--- config.mk ---
export PLATFORM = sky130hd
export DESIGN_NAME = dafilt_top
export DESIGN_NICKNAME = d
export VERILOG_FILES = /design/src/rtl/dafilt_pkg.sv /design/src/rtl/dafilt_crc.sv /design/src/rtl/dafilt_match.sv /design/src/rtl/dafilt_top.sv
export SDC_FILE = /design/constraint.sdc
export NUM_CORES = 1
export LEC_CHECK = 0
export ABC_AREA = 1
export BUFFER_PORTS_ARGS = -buffer_cell sky130_fd_sc_hd__buf_4
export CAP_MARGIN = 30
export CELL_PAD_IN_SITES_DETAIL_PLACEMENT = 2
export CELL_PAD_IN_SITES_GLOBAL_PLACEMENT = 2
export CORE_MARGIN = 1.5
export CORE_UTILIZATION = 29
export DETAILED_ROUTE_END_ITERATION = 16
export PLACE_DENSITY_LB_ADDON = 0.1
export SYNTH_ARGS = -nofsm -noshare
export SYNTH_HDL_FRONTEND = slang
export SYNTH_SLANG_ARGS = --single-unit
--- constraint.sdc ---
create_clock -name clk -period 4.75 [get_ports clk]
set_clock_uncertainty 0.05 [all_clocks]
set_input_delay 0.475 -clock clk [delete_from_list [all_inputs] [get_ports clk]]
set_output_delay 0.475 -clock clk [all_outputs]
set_load 0.1 [all_outputs]
--- src/rtl/dafilt_pkg.sv ---
package dafilt_pkg;
    typedef enum logic [1:0] {
        S_IDLE    = 2'd0,
        S_COLLECT = 2'd1,
        S_DONE    = 2'd2
    } dafilt_state_t;

    localparam logic [31:0] CRC_POLY = 32'h04C1_1DB7;
    localparam logic [31:0] CRC_INIT = 32'hFFFF_FFFF;
endpackage

--- src/rtl/dafilt_crc.sv ---
module dafilt_crc #(
    parameter int HASH_BITS = 6
) (
    input  logic                 clk,
    input  logic                 rst_n,
    input  logic                 clr,
    input  logic                 en,
    input  logic [7:0]           din,
    output logic [HASH_BITS-1:0] hidx_nxt
);
    import dafilt_pkg::*;

    logic [31:0] crc_q;
    logic [31:0] crc_nxt;

    // Bit-serial update, LSB of the byte first, register shifting left
    always_comb begin
        crc_nxt = crc_q;
        for (int b = 0; b < 8; b++) begin
            if (crc_nxt[31] ^ din[b]) crc_nxt = (crc_nxt << 1) ^ CRC_POLY;
            else                      crc_nxt = crc_nxt << 1;
        end
    end

    always_ff @(posedge clk or negedge rst_n) begin
        if (!rst_n)   crc_q <= CRC_INIT;
        else if (clr) crc_q <= CRC_INIT;
        else if (en)  crc_q <= crc_nxt;
    end

    assign hidx_nxt = crc_nxt[31 -: HASH_BITS];
endmodule

--- src/rtl/dafilt_match.sv ---
module dafilt_match #(
    parameter int ADDR_BYTES = 6,
    localparam int CW = $clog2(ADDR_BYTES)
) (
    input  logic                    clk,
    input  logic                    rst_n,
    input  logic                    en,
    input  logic                    first,
    input  logic [CW-1:0]           idx,
    input  logic [7:0]              din,
    input  logic [8*ADDR_BYTES-1:0] station_addr,
    output logic                    bc_nxt,
    output logic                    uc_nxt,
    output logic                    grp_nxt
);
    logic       bc_q, uc_q, grp_q;
    logic [7:0] st_byte [ADDR_BYTES];

    for (genvar g = 0; g < ADDR_BYTES; g++) begin : g_station
        assign st_byte[g] = station_addr[8*g +: 8];
    end

    always_comb begin
        bc_nxt  = (first ? 1'b1 : bc_q) && (din == 8'hFF);
        uc_nxt  = (first ? 1'b1 : uc_q) && (din == st_byte[idx]);
        grp_nxt = first ? din[0] : grp_q;
    end

    always_ff @(posedge clk or negedge rst_n) begin
        if (!rst_n) begin
            bc_q  <= 1'b0;
            uc_q  <= 1'b0;
            grp_q <= 1'b0;
        end else if (en) begin
            bc_q  <= bc_nxt;
            uc_q  <= uc_nxt;
            grp_q <= grp_nxt;
        end
    end
endmodule

--- src/rtl/dafilt_top.sv ---
module dafilt_top #(
    parameter int ADDR_BYTES = 6,
    parameter int HASH_BITS  = 6,
    localparam int CW      = $clog2(ADDR_BYTES),
    localparam int TBL_W   = 1 << HASH_BITS
) (
    input  logic                    clk,
    input  logic                    rst_n,
    input  logic                    byte_valid,
    input  logic [7:0]              byte_data,
    input  logic                    cfg_promisc,
    input  logic                    cfg_bcast,
    input  logic                    cfg_mcast,
    input  logic [8*ADDR_BYTES-1:0] station_addr,
    input  logic [TBL_W-1:0]        hash_table,
    output logic                    done,
    output logic                    accept
);
    import dafilt_pkg::*;

    localparam logic [CW-1:0] LAST_IDX = CW'(ADDR_BYTES - 1);

    dafilt_state_t        state_q, state_d;
    logic [CW-1:0]        idx_q;
    logic                 take, first, last;
    logic                 bc_nxt, uc_nxt, grp_nxt, verdict;
    logic [HASH_BITS-1:0] hidx_nxt;
    logic                 done_q, accept_q;

    assign take  = byte_valid && (state_q != S_DONE);
    assign first = take && (idx_q == '0);
    assign last  = take && (idx_q == LAST_IDX);

    dafilt_crc #(.HASH_BITS(HASH_BITS)) u_crc (
        .clk      (clk),
        .rst_n    (rst_n),
        .clr      (state_q == S_DONE),
        .en       (take),
        .din      (byte_data),
        .hidx_nxt (hidx_nxt)
    );

    dafilt_match #(.ADDR_BYTES(ADDR_BYTES)) u_match (
        .clk          (clk),
        .rst_n        (rst_n),
        .en           (take),
        .first        (first),
        .idx          (idx_q),
        .din          (byte_data),
        .station_addr (station_addr),
        .bc_nxt       (bc_nxt),
        .uc_nxt       (uc_nxt),
        .grp_nxt      (grp_nxt)
    );

    // Priority: promiscuous, broadcast, group hash, exact unicast
    always_comb begin
        if (cfg_promisc)  verdict = 1'b1;
        else if (bc_nxt)  verdict = cfg_bcast;
        else if (grp_nxt) verdict = cfg_mcast && hash_table[hidx_nxt];
        else              verdict = uc_nxt;
    end

    always_comb begin
        state_d = state_q;
        unique case (state_q)
            S_IDLE:    if (take) state_d = last ? S_DONE : S_COLLECT;
            S_COLLECT: if (last) state_d = S_DONE;
            S_DONE:    state_d = S_IDLE;
            default:   state_d = S_IDLE;
        endcase
    end

    // State register and byte counter
    always_ff @(posedge clk or negedge rst_n) begin
        if (!rst_n) begin
            state_q <= S_IDLE;
            idx_q   <= '0;
        end else begin
            state_q <= state_d;
            if (state_q == S_DONE) idx_q <= '0;
            else if (take)         idx_q <= last ? '0 : idx_q + 1'b1;
        end
    end

    // Registered outputs
    always_ff @(posedge clk or negedge rst_n) begin
        if (!rst_n) begin
            done_q   <= 1'b0;
            accept_q <= 1'b0;
        end else begin
            done_q <= last;
            if (last) accept_q <= verdict;
        end
    end

    assign done   = done_q;
    assign accept = accept_q;
endmodule

Word-level counts from Yosys, hierarchy flattened

Cells that the tools add are included.

Bits in registers: 42

Add/subtract/negate cells: 1
$lt $le $gt $ge: 2
Equality and inequality tests: 8
Mux-type cells: 28
Bitwise operators: 17
Reduce and logical (&&, ||, !) cells: 10

Operators by type and width:

| cell                | count |
|---|---|
| $mux 27             | 8 |
| $not 14->14         | 8 |
| $mux 32             | 2 |
| $bmux 8 s3          | 1 |
| $mux 8              | 2 |
| $mux 3              | 3 |
| $eq 8x8->1          | 1 |
| $eq 8x8->1 const B  | 1 |
| $xor 1x1->1         | 8 |
| $lt 6x7->1 const B  | 1 |
| $mux 1              | 7 |
| $bmux 1 s6          | 1 |
| $logic_and 1x1->1   | 6 |
| $mux 2              | 3 |
| $ne 2x2->1 const B  | 3 |
| $ge 4x4->1 const B  | 1 |
| $not 3->4           | 1 |
| $pmux 2 s2          | 1 |
| $add 3x1->3 const B | 1 |
| $eq 3x3->1 const B  | 1 |
| $logic_not 3->1     | 1 |
| $eq 2x1->1 const B  | 1 |
| $eq 2x2->1 const B  | 1 |
| $logic_not 2->1     | 1 |
| 2 further kinds     | 2 |

Logic depth before layout (Yosys ltp)

Gate-level depths: netlist of run 1.

Depth after elaboration: 22
Gate-level depth with buffers: 19
Depth with buffers taken out: 18

By module

From an unflattened synthesis of run 1, not the netlist that was laid out.

Cells, all modules: 715
Area, all modules: 4,335.4 um2

Modules (own cells, without submodules):

| module       | instances | cells an instance | area an instance (um2) | sequential area each (um2) |
|---|---|---|---|---|
| dafilt_crc   | 1         | 347               | 2,382.3                | 840.8 |
| dafilt_top   | 1         | 199               | 1,073.5                | 175.2 |
| dafilt_match | 1         | 169               | 879.6                  | 75.1 |

Worst setup path after synthesis of run 1

Ideal clock, no wire load.

Kind: register to register
Start point: register u_crc.crc_q[30]
End point: register accept_q, in the netlist accept
Setup time: 0.073 ns
Arrival time: 2.137 ns
Setup slack: 2.490 ns
Cell stages (with the launch flop): 20
Buffers on the path: 1
Clock period less this slack: 2.260 ns
Path through: dfstp_2 -> inv_1 -> nand2_1 -> nand2_2 -> nand2_1 -> nand2_2 -> inv_2 -> nand3_1 -> nand2_2 -> buf_2 -> nand2_1 -> nand3_1 -> nand3_1 -> nand3_1 -> nand3_1 -> nand3_1 -> nand3_1 -> nand2_1 -> nand2_1 -> a21oi_2

Longest elaborated chain between the ends: 14
Elaborated cells on any way between the ends: 17

Ends and longest elaborated chain:

| element                        | RTL line         | text |
|---|---|---|
| start: declaration             | dafilt_crc.sv:13 | `logic [31:0] crc_q;` |
| start signal: assignment       | dafilt_crc.sv:28 | `else if (en) crc_q <= crc_nxt;` |
| $xor 1x1->1 *                  | dafilt_crc.sv:20 | `if (crc_nxt[31] ^ din[b]) crc_nxt = (crc_nxt << 1) ^ CRC_POLY;` |
| $mux 27 *                      | dafilt_crc.sv:20 |  |
| $not 14->14 (no line)          | n/a              |  |
| $mux 27 (3 in series)          | dafilt_crc.sv:20 |  |
| $not 14->14 (no line)          | n/a              |  |
| $mux 27                        | dafilt_crc.sv:20 |  |
| $bmux 1 s6 *                   | dafilt_top.sv:60 | `else if (grp_nxt) verdict = cfg_mcast && hash_table[hidx_nxt];` |
| $mux 1 (not written as such) * | dafilt_top.sv:60 |  |
| $logic_and 1x1->1 *            | dafilt_top.sv:60 |  |
| $mux 1 *                       | dafilt_top.sv:60 |  |
| $mux 1 *                       | dafilt_top.sv:59 | `else if (bc_nxt) verdict = cfg_bcast;` |
| $mux 1 *                       | dafilt_top.sv:58 | `if (cfg_promisc) verdict = 1'b1;` |
| end signal: assignment         | dafilt_top.sv:93 | `if (last) accept_q <= verdict;` |
| end: declaration               | dafilt_top.sv:28 | `logic done_q, accept_q;` |

Mark *: on every way between the ends. The rest lies on a longest branch, timed or not. The select of a mux whose other input is x is not followed.
A chain may end at the register's enable or synchronous reset.

Final worst setup path of run 1

Start point: register state_q[0]
End point: register accept_q, in the netlist accept

Elaborated cells on any way between the ends: 12

RTL lines:

| element                  | RTL line         | text |
|---|---|---|
| start: declaration       | dafilt_top.sv:23 | `dafilt_state_t state_q, state_d;` |
| start signal: assignment | dafilt_top.sv:80 | `state_q <= state_d;` |
| $ne 2x2->1               | dafilt_top.sv:30 | `assign take = byte_valid && (state_q != S_DONE);` |
| $logic_and 1x1->1        | dafilt_top.sv:30 |  |
| $logic_and 1x1->1        | dafilt_top.sv:32 | `assign last = take && (idx_q == LAST_IDX);` |
| via last                 | dafilt_top.sv:25 | `logic take, first, last;` |

The timed path passes the listed nets, and every way through them passes these cells.

==> impl_metrics.yaml, run 1 <==
timing:
  finalSetupTns_ns: 0
  hold_viol: 0
  tightest_slew_ns: 1.07
  fmax_mhz: 323
  final_max_slew_viol_count: 0
  setup_viol: 0
  maxSlewHeadroom_pct: 28.5
  rsz0062_at_grt: "no"
  finalCritPeriodShare_pct: 65.1
  fin_crit_ns: 3.09
  whs_ns: 0.138
detailed_routing:
  postRouteAntennaNets: 0
  wire_per_inst_um: 18.2
  drt-vias-per-instance: 5.00
  drt_wl_total_um: 15300
  drtIter0Drc: 197
  drc: 0
  via_count: 4211
  firstDrtPassIters: 4
yosys:
  syn-cell-area_um2: 3820
  synth_seq_cells: 42
  syn_avg_cell_area_um2: 6.91
  synth_warnings: 0
  syn_inst: 552
  synth_cell_types: 40
  async_flop_share_pct: 100
  synth.yosys.seq_area_share_pct: 28.6
  syn-num-nets: 681
  synth_edf_count: 0
  ys.flop_type: "dfstp_2"
floorplanning:
  die-area_um2: 13900
  core-area_um2: 12700
  io_pins: 128
  die_h_um: 118
  die_x_um: 118
  start_util_pct: 30.0
  rows: 41
clock_tree:
  clk_pin_slew_ns: 0.06
  insertion_delay_ns: 0.29
  clock-sinks: 42
  cts_setup_buffers: 0
  h-tree-depth: 2
  holdBufCountCts: 0
  postCtsResizedCells: 0
  cts.path.max_buffers: 2
  cts_buffers: 5
  ctsRootBufferMaster: "clkbuf_16"
  cts_tree: "done"
finish:
  nNetsFinal: 798
  area_growth_pct: 33.5
  layout_common_cells: "buf_4, nand2_1, nand3_1"
  drive_above_1_share_pct: 30.0
  final_common_cell: "buf_4"
  fin_cells: 842
  diodes: 0
hold_path:
  min_path_type: "in2async"
critical_path:
  path_class: "reg2reg"
  reg2reg_slack_ns: 1.66
  slowest_stage: "nor2_1"
  path_delay_family: "simple AND/OR/NAND/NOR gates"
  crit_top_cell: "nor2_1"
  regToRegStartpoint: "state_q[0]"
  startpoint_type: "flip-flop"
  r2r-end: "accept"
  worstPathMaxFanout: 20
  end_kind: "flip-flop"
  path_buf_inv: 4
  critical_path.cell_chain: "nor2_1, nor2_1, nor2_1, buf_4, inv_1, nor2_1, inv_1, a311o_1, inv_1, a21oi_2"
  crit_required_ns: 4.88
  r2r_cells: 10
  worst_ep_arrival_time_ns: 3.22
  critPathMaxStageDelay_ns: 0.50
power:
  powerDensity_nw_per_um2: 915
  power_mw: 4.66
  max-vdd-ir-drop_v: 0.000322
  leakage_nw: 2.48
global_routing:
  grt_pass1_vias: 4799
  grt_antenna_before_repair: 0
  grt_max_degree: 43
  grt_pass1_wl_um: 25500
  grt_overflow: 0
  grt_usage_pct: 22.7
status:
  status: "finished, final reports clean"
placement:
  portBuffers: 127
  gp_congestion: 0.799
  dp_hpwl_um: 11900
  dpl.cell_count: 834
run:
  drv_cap: 0
[Yosys cell counts, types with 6 or more instances]
| library cell | count | share of area [%] |
|---|---|---|
| nand2_1 | 121 | 12 |
| nand3_1 | 76 | 10 |
| inv_1 | 53 | 5.2 |
| xor2_1 | 48 | 11 |
| nor2_1 | 43 | 4.2 |
| o21ai_0 | 41 | 5.4 |
| dfstp_2 | 32 | 22 |
| o22ai_1 | 29 | 4.8 |
| xnor2_1 | 13 | 3.0 |
| clkbuf_1 | 10 | 0.98 |
| dfrtp_1 | 10 | 6.6 |
| inv_2 | 7 | 0.69 |
| nand2_2 | 6 | 0.98 |
[per-layer routing]
layer	part of all wire (%)	track usage (%)	wire length, µm
met1	45	29.1	6830
met2	51	40.7	7800
met3	3.2	3.15	490
met4	1.4	4.50	208
met5	0	0	0
[logic make-up (layout without fill, tap and decap cells)]
| kind of cell | after synthesis | after routing | synth area share [%] |
|---|---|---|---|
| AND/OR/NAND/NOR | 264 | 264 | 31.0 |
| AO/OA/AOI/OAI | 92 | 92 | 14.0 |
| buffers and inverters | 84 | 202 | 8.89 |
| XOR/XNOR | 67 | 67 | 16.6 |
| flip-flops | 42 | 42 | 28.6 |
| adder cells (fa/ha/maj) | 3 | 3 | 0.984 |
[power breakdown]
group	switching [mW]	internal, mW
combinational	2.25	1.23
clock	0.146	0.249
sequential	0.145	0.643
[worst max-delay path by stage]
| stage | start | end | slack [ns] | cells past startpoint |
|---|---|---|---|---|
| 4_1_cts | idx_q[0] | accept | 1.58 | 14 |
| 2_1_floorplan | u_crc.crc_q[30] | accept | 2.49 | 19 |
| 3_5_place_dp | idx_q[0] | accept | 1.62 | 14 |
| 5_1_grt | idx_q[0] | accept | 1.26 | 14 |
| 3_3_place_gp | byte_data[4] | accept | 1.33 | 16 |
| 6_report | state_q[0] | accept | 1.66 | 10 |
[final cells by class]
| cell class | instances | area, µm² |
|---|---|---|
| Multi-Input combinational cell | 426 | 2390 |
| Clock buffer | 7 | 133 |
| Timing Repair Buffer | 130 | 996 |
| Inverter | 64 | 243 |
| Sequential cell | 42 | 1090 |
| Tap cell | 172 | 215 |
| Fill cell | 1580 | 7630 |
| Clock inverter | 1 | 30.0 |
[metrics by stage]
stage	instance area [µm²]	utilization [%]	setup slack (ns)
final	5090	40.0	1.66
after floorplan	3820	-	2.49
after global placement	4900	38.5	1.33
after detailed placement	4930	38.8	1.62
after CTS	5090	40.0	1.58
after global routing	5090	40.0	1.26
[state kept, by name, summed over array words and instances (netlist names)]
register / cells
idx_q: 3
accept: 1
done: 1
u_match.grp_q: 1
u_match.bc_q: 1
state_q: 2
u_match.uc_q: 1
u_crc.crc_q: 32
Note: power is estimated with default switching activity, not from simulation.
==> run 2, diff against run 1 <==
CORE_UTILIZATION = 27   (was 29)
clock period = 3.2 ns   (was 4.75 ns; I/O delays follow)
==> impl_metrics.yaml, run 2 (same netlist as run 1, synthesis figures left out) <==
status:
  status: "finished, violations left"
  violations: "negative hold slack"
power:
  powerDensity_nw_per_um2: 1350
  clkPwrFrac_pct: 7.4
  pwr-share-comb_pct: 75.6
  power_mw: 6.93
  switching_share_pct: 54.2
  internal-power_mw: 3.17
  power_switching_mw: 3.76
  power_frac_seq_pct: 16.9
  leakage_nw: 2.52
  max-vdd-ir-drop_v: 0.000361
critical_path:
  startpoint_type: "flip-flop"
  critPathMaxStageDelay_ns: 0.56
  crit_required_ns: 3.37
  slowest_stage: "dfstp_2"
  worst_ep_arrival_time_ns: 3.09
  crit_top_cell: "nand3_1"
  worstPathMaxFanout: 26
  critical_path.cell_chain: "inv_1, nand2_1, nand2_1, nand2_1, nand2_2, inv_2, nand3_1, nand2_2, nand2_1, nand3_1, nand3_1, nand3_1, nand3_1, nand3_1, nand3_1, nand2_1, nand2_1, a21oi_2"
  path_class: "reg2reg"
  end_kind: "flip-flop"
timing:
  maxSlewHeadroom_pct: 60.4
  setup_viol: 0
  final_max_slew_viol_count: 0
  rsz0062_at_grt: "no"
  fmax_mhz: 343
  finalSetupTns_ns: 0
  finalCritPeriodShare_pct: 91.2
  fin_crit_ns: 2.92
  tightest_slew_ns: 0.591
  whs_ns: -0.00535
  hold_viol: 2
floorplanning:
  die-area_um2: 14900
  start_util_pct: 27.6
  die_h_um: 122
  rows: 43
  io_pins: 128
  core-area_um2: 13800
  die_x_um: 122
placement:
  portBuffers: 127
  dp_hpwl_um: 12200
  gp_congestion: 0.780
  place_area_um2: 5010
  dpl.cell_count: 852
global_routing:
  grt_overflow: 0
  grt_max_degree: 43
  grt_antenna_before_repair: 0
  grt_pass1_wl_um: 25000
  grt_pass1_vias: 4781
  grt_usage_pct: 21.5
detailed_routing:
  firstDrtPassIters: 4
  wire_per_inst_um: 18.0
  top_layer: "met4"
  wl_met2_um: 8020
  drc: 0
  via_count: 4207
  met3_length_um: 491
  drt-vias-per-instance: 4.89
  postRouteAntennaNets: 0
  met1Wirelength_um: 6900
  drtIter0Drc: 132
  drt_wl_total_um: 15500
clock_tree:
  cts_setup_buffers: 0
  clock-sinks: 42
  cts_tree: "done"
  cts.path.max_buffers: 2
  cts_buffers: 5
  clk_pin_slew_ns: 0.07
  insertion_delay_ns: 0.29
  h-tree-depth: 2
  ctsRootBufferMaster: "clkbuf_16"
  postCtsResizedCells: 0
  holdBufCountCts: 0
hold_path:
  min_path_type: "in2async"
finish:
  layout_common_cells: "buf_4, nand2_1, nand3_1"
  regMostFlops: "u_crc.crc_q"
  final_cell_area_um2: 5150
  fin_cells: 860
  largest_reg_flops: 32
  drive_above_1_share_pct: 31.2
  area_growth_pct: 35.0
  top_regs: "u_crc.crc_q (32), idx_q (3), state_q (2)"
  diodes: 0
  final_common_cell: "buf_4"
  nNetsFinal: 808
run:
  drv_cap: 0
-- run 2: cell count changes in the layout (fill, tap and decap cells not counted), sizes merged --
cell | before | now
clkbuf | 7 | 6
buf | 130 | 140
bufinv | 1 | 0
clkinv | 3 | 5
-- run 2: power by group through the flow --
stage / clock, mW / sequential [mW] / combinational (mW)
4_1_cts: 0.537 / 1.18 / 5.33
3_3_place_gp: 0 / 1.17 / 5.08
2_1_floorplan: 0 / 1.15 / 3.77
6_report: 0.514 / 1.17 / 5.24
5_1_grt: 0.555 / 1.21 / 5.89
3_5_place_dp: 0 / 1.18 / 5.29
-- run 2: routing by layer --
| layer | up-vias | GRT usage, % |
|---|---|---|
| met3 | 8 | 2.11 |
| met1 | 2066 | 27.3 |
| li1 | 2061 | - |
| met4 | 0 | 2.87 |
| met2 | 72 | 39.9 |
| met5 | - | 0 |
-- run 2: worst paths after layout --
check / slack [ns] / end / start / cells after the start
worst max-delay path: 0.28 / accept / u_crc.crc_q[30] / 18
worst min-delay path: -0.005 / state_q[0] / rst_n / 1
worst max register to register: 0.28 / accept / u_crc.crc_q[30] / 18
worst min register to register: 0.38 / state_q[1] / state_q[1] / 1
max in group asynchronous: 2.71 / u_crc.crc_q[18] / rst_n / 1
min in group clk: 0.23 / state_q[0] / byte_valid / 3
-- run 2: cell type report --
type,count,area (µm²)
inverter,64,243
tap,180,225
clock buffer,6,129
fill,1664,8680
sequential,42,1090
multi-input combinational,426,2390
timing repair buffer,140,1060
clock inverter,2,13.8
-- run 2: worst max-delay path, delay by kind of cell, from the launching register on --
family / cells / cell delay (ns)
AO/OA/AOI/OAI: 1 / 0.10
buffers and inverters: 2 / 0.23
flip-flops: 1 / 0.56
AND/OR/NAND/NOR: 15 / 1.89
-- run 2: metrics by stage --
stage	util, %	setup slack, ns
3_3_place_gp	36.2	0.316
3_5_place_dp	36.2	0.265
2_1_floorplan	-	0.940
6_report	37.3	0.283
5_1_grt	37.3	0.00160
4_1_cts	37.3	0.246
==> run 3, diff against run 2 <==
ABC_AREA = unset   (was 1)
BUFFER_PORTS_ARGS = unset   (was -buffer_cell sky130_fd_sc_hd__buf_4)
CORE_UTILIZATION = 38   (was 27)
DONT_BUFFER_PORTS = 1   (was unset)
TNS_END_PERCENT = 50   (was unset)
==> impl_metrics.yaml, run 3 <==
yosys:
  yosys-top-cells-area: "dfstp_2, xnor2_1, mux2i_1"
  synthTopCellsByCount: "nand2_1, xnor2_1, mux2i_1, o21ai_0, dfstp_2"
  syn-cell-area_um2: 3600
  syn_inst: 377
  async_flop_share_pct: 100
  synth.most_common_cell: "nand2_1"
  synth_seq_cells: 42
  synth.yosys.seq_area_share_pct: 30.3
  syn_avg_cell_area_um2: 9.56
  syn-num-nets: 506
  synth_warnings: 0
  synth_edf_count: 0
  synthDominantCellAreaShare_pct: 23.3
  ys.flop_type: "dfstp_2"
  synth.largest_area_cell: "dfstp_2"
  synth_cell_types: 43
finish:
  layout_common_cells: "nand2_1, xnor2_1, mux2i_1"
  drive_above_1_share_pct: 20.2
  largest_reg_flops: 32
  diodes: 0
  area_growth_pct: 7.71
  top_regs: "u_crc.crc_q (32), idx_q (3), state_q (2)"
  regMostFlops: "u_crc.crc_q"
  final_common_cell: "nand2_1"
  nNetsFinal: 509
placement:
  dp_hpwl_um: 7960
  portBuffers: 0
  gp_congestion: 0.747
critical_path:
  crit_required_ns: 3.36
  path_class: "reg2reg"
  startpoint_type: "flip-flop"
  end_kind: "flip-flop"
  critical_path.cell_chain: "xor2_2, xnor3_1, xnor2_1, nor2_1, a22oi_1, nand3_1, a311o_1, a31oi_1"
  path_delay_family: "XOR/XNOR gates"
  worstPathMaxFanout: 5
  worst_ep_arrival_time_ns: 3.12
  critPathMaxStageDelay_ns: 0.58
  r2r_cells: 8
  reg2reg_slack_ns: 0.24
  path_buf_inv: 0
  slowest_stage: "dfstp_2"
  regToRegStartpoint: "u_crc.crc_q[29]"
  r2r-end: "accept"
detailed_routing:
  via_count: 2760
  firstDrtPassIters: 4
  drt-vias-per-instance: 5.61
  wire_per_inst_um: 20.9
  drtIter0Drc: 78
  drc: 0
  postRouteAntennaNets: 0
  drt_wl_total_um: 10300
timing:
  maxSlewHeadroom_pct: 35.4
  finalCritPeriodShare_pct: 92.5
  hold_viol: 0
  fin_crit_ns: 2.96
  rsz0062_at_grt: "no"
  fmax_mhz: 338
  tightest_slew_ns: 0.969
  finalSetupTns_ns: 0
  final_max_slew_viol_count: 0
  setup_viol: 0
clock_tree:
  cts_buffers: 5
  cts.path.max_buffers: 2
  cts_tree: "done"
  ctsRootBufferMaster: "clkbuf_8"
  postCtsResizedCells: 0
  clock-sinks: 42
  h-tree-depth: 2
  insertion_delay_ns: 0.30
  clk_pin_slew_ns: 0.09
  cts_setup_buffers: 0
floorplanning:
  die_x_um: 100
  rows: 35
  core-area_um2: 9200
  die_h_um: 100
  io_pins: 128
  die-area_um2: 10100
  start_util_pct: 39.2
global_routing:
  grt_usage_pct: 20.8
  grt_overflow: 0
  grt_pass1_vias: 3007
  grt_pass1_wl_um: 16300
  grt_max_degree: 71
  grt_antenna_before_repair: 0
hold_path:
  holdPathEnd: "u_crc.crc_q[14]"
  hold_depth: 2
  min_from: "byte_valid"
  min_path_type: "in2reg"
run:
  drv_cap: 0
status:
  status: "finished, final reports clean"
-- run 3: cell types whose count changed after synthesis, moves of 6 or more --
cell / change
nand3_1: -70
inv_1: -50
o21ai_0: -6
nor2_1: -29
inv_2: -7
nand2_1: -47
mux4_2: +11
nand2_2: -6
xnor2_1: +37
mux2i_1: +43
xor2_1: -27
o22ai_1: -29
-- run 3: kinds of logic after synthesis --
kind of cell               synth area share (%)
xor gates and xnor gates                   23.4
buffers and inverters                      2.92
adders and majority gates                  1.04
DFF                                        30.3
AOI/OAI and AO/OA                          10.0
and+or+nand+nor                            12.6
muxes                                      19.8
-- run 3: worst max path at each step --
stage                          from     end  depth (start not counted)
global placement    u_crc.crc_q[29]  accept                          8
CTS                 u_crc.crc_q[29]  accept                          8
floorplan           u_crc.crc_q[29]  accept                          8
detailed placement  u_crc.crc_q[29]  accept                          8
global route        u_crc.crc_q[27]  accept                          9
finish              u_crc.crc_q[29]  accept                          8
-- run 3: routing by layer --
| layer | track usage, % | vias up | share of wire [%] |
|---|---|---|---|
| met4 | 2.60 | 0 | 0.45 |
| met3 | 3.06 | 6 | 3.3 |
| li1 | - | 1302 | - |
| met2 | 34.7 | 56 | 49 |
| met5 | 0 | - | 0 |
| met1 | 29.4 | 1396 | 47 |
-- run 3: what timing repair did --
| action | in CTS | in global routing |
|---|---|---|
| endpoints found under the hold margin | 42 | 0 |
| endpoints found under the setup margin | 0 | 0 |
| hold buffers | 2 | 0 |
-- run 3: through the flow --
stage                     hold slack (ns)  std cells  setup slack, ns  cell area (µm²)  util, %
after CTS                           0.106        492            0.228             3880     42.2
after floorplan                   -0.0256        377            0.607             3600        -
after global routing                0.109        492           0.0303             3880     42.2
final                               0.114        492            0.240             3880     42.2
after detailed placement          -0.0234        482            0.246             3760     40.9
after global placement            -0.0234        482            0.370             3760     40.9
-- run 3: final cells by class --
class / instances / area, µm²
clock buffer: 6 / 72.6
clock inverter: 2 / 13.8
fill: 1002 / 5320
inverter: 4 / 15.0
multi-input combinational: 312 / 2410
sequential: 42 / 1090
tap: 111 / 139
timing repair buffer: 15 / 135
Power of run 3 is not shown: default switching activity piles up to over one toggle a cycle in this logic, so the estimate is an artifact.
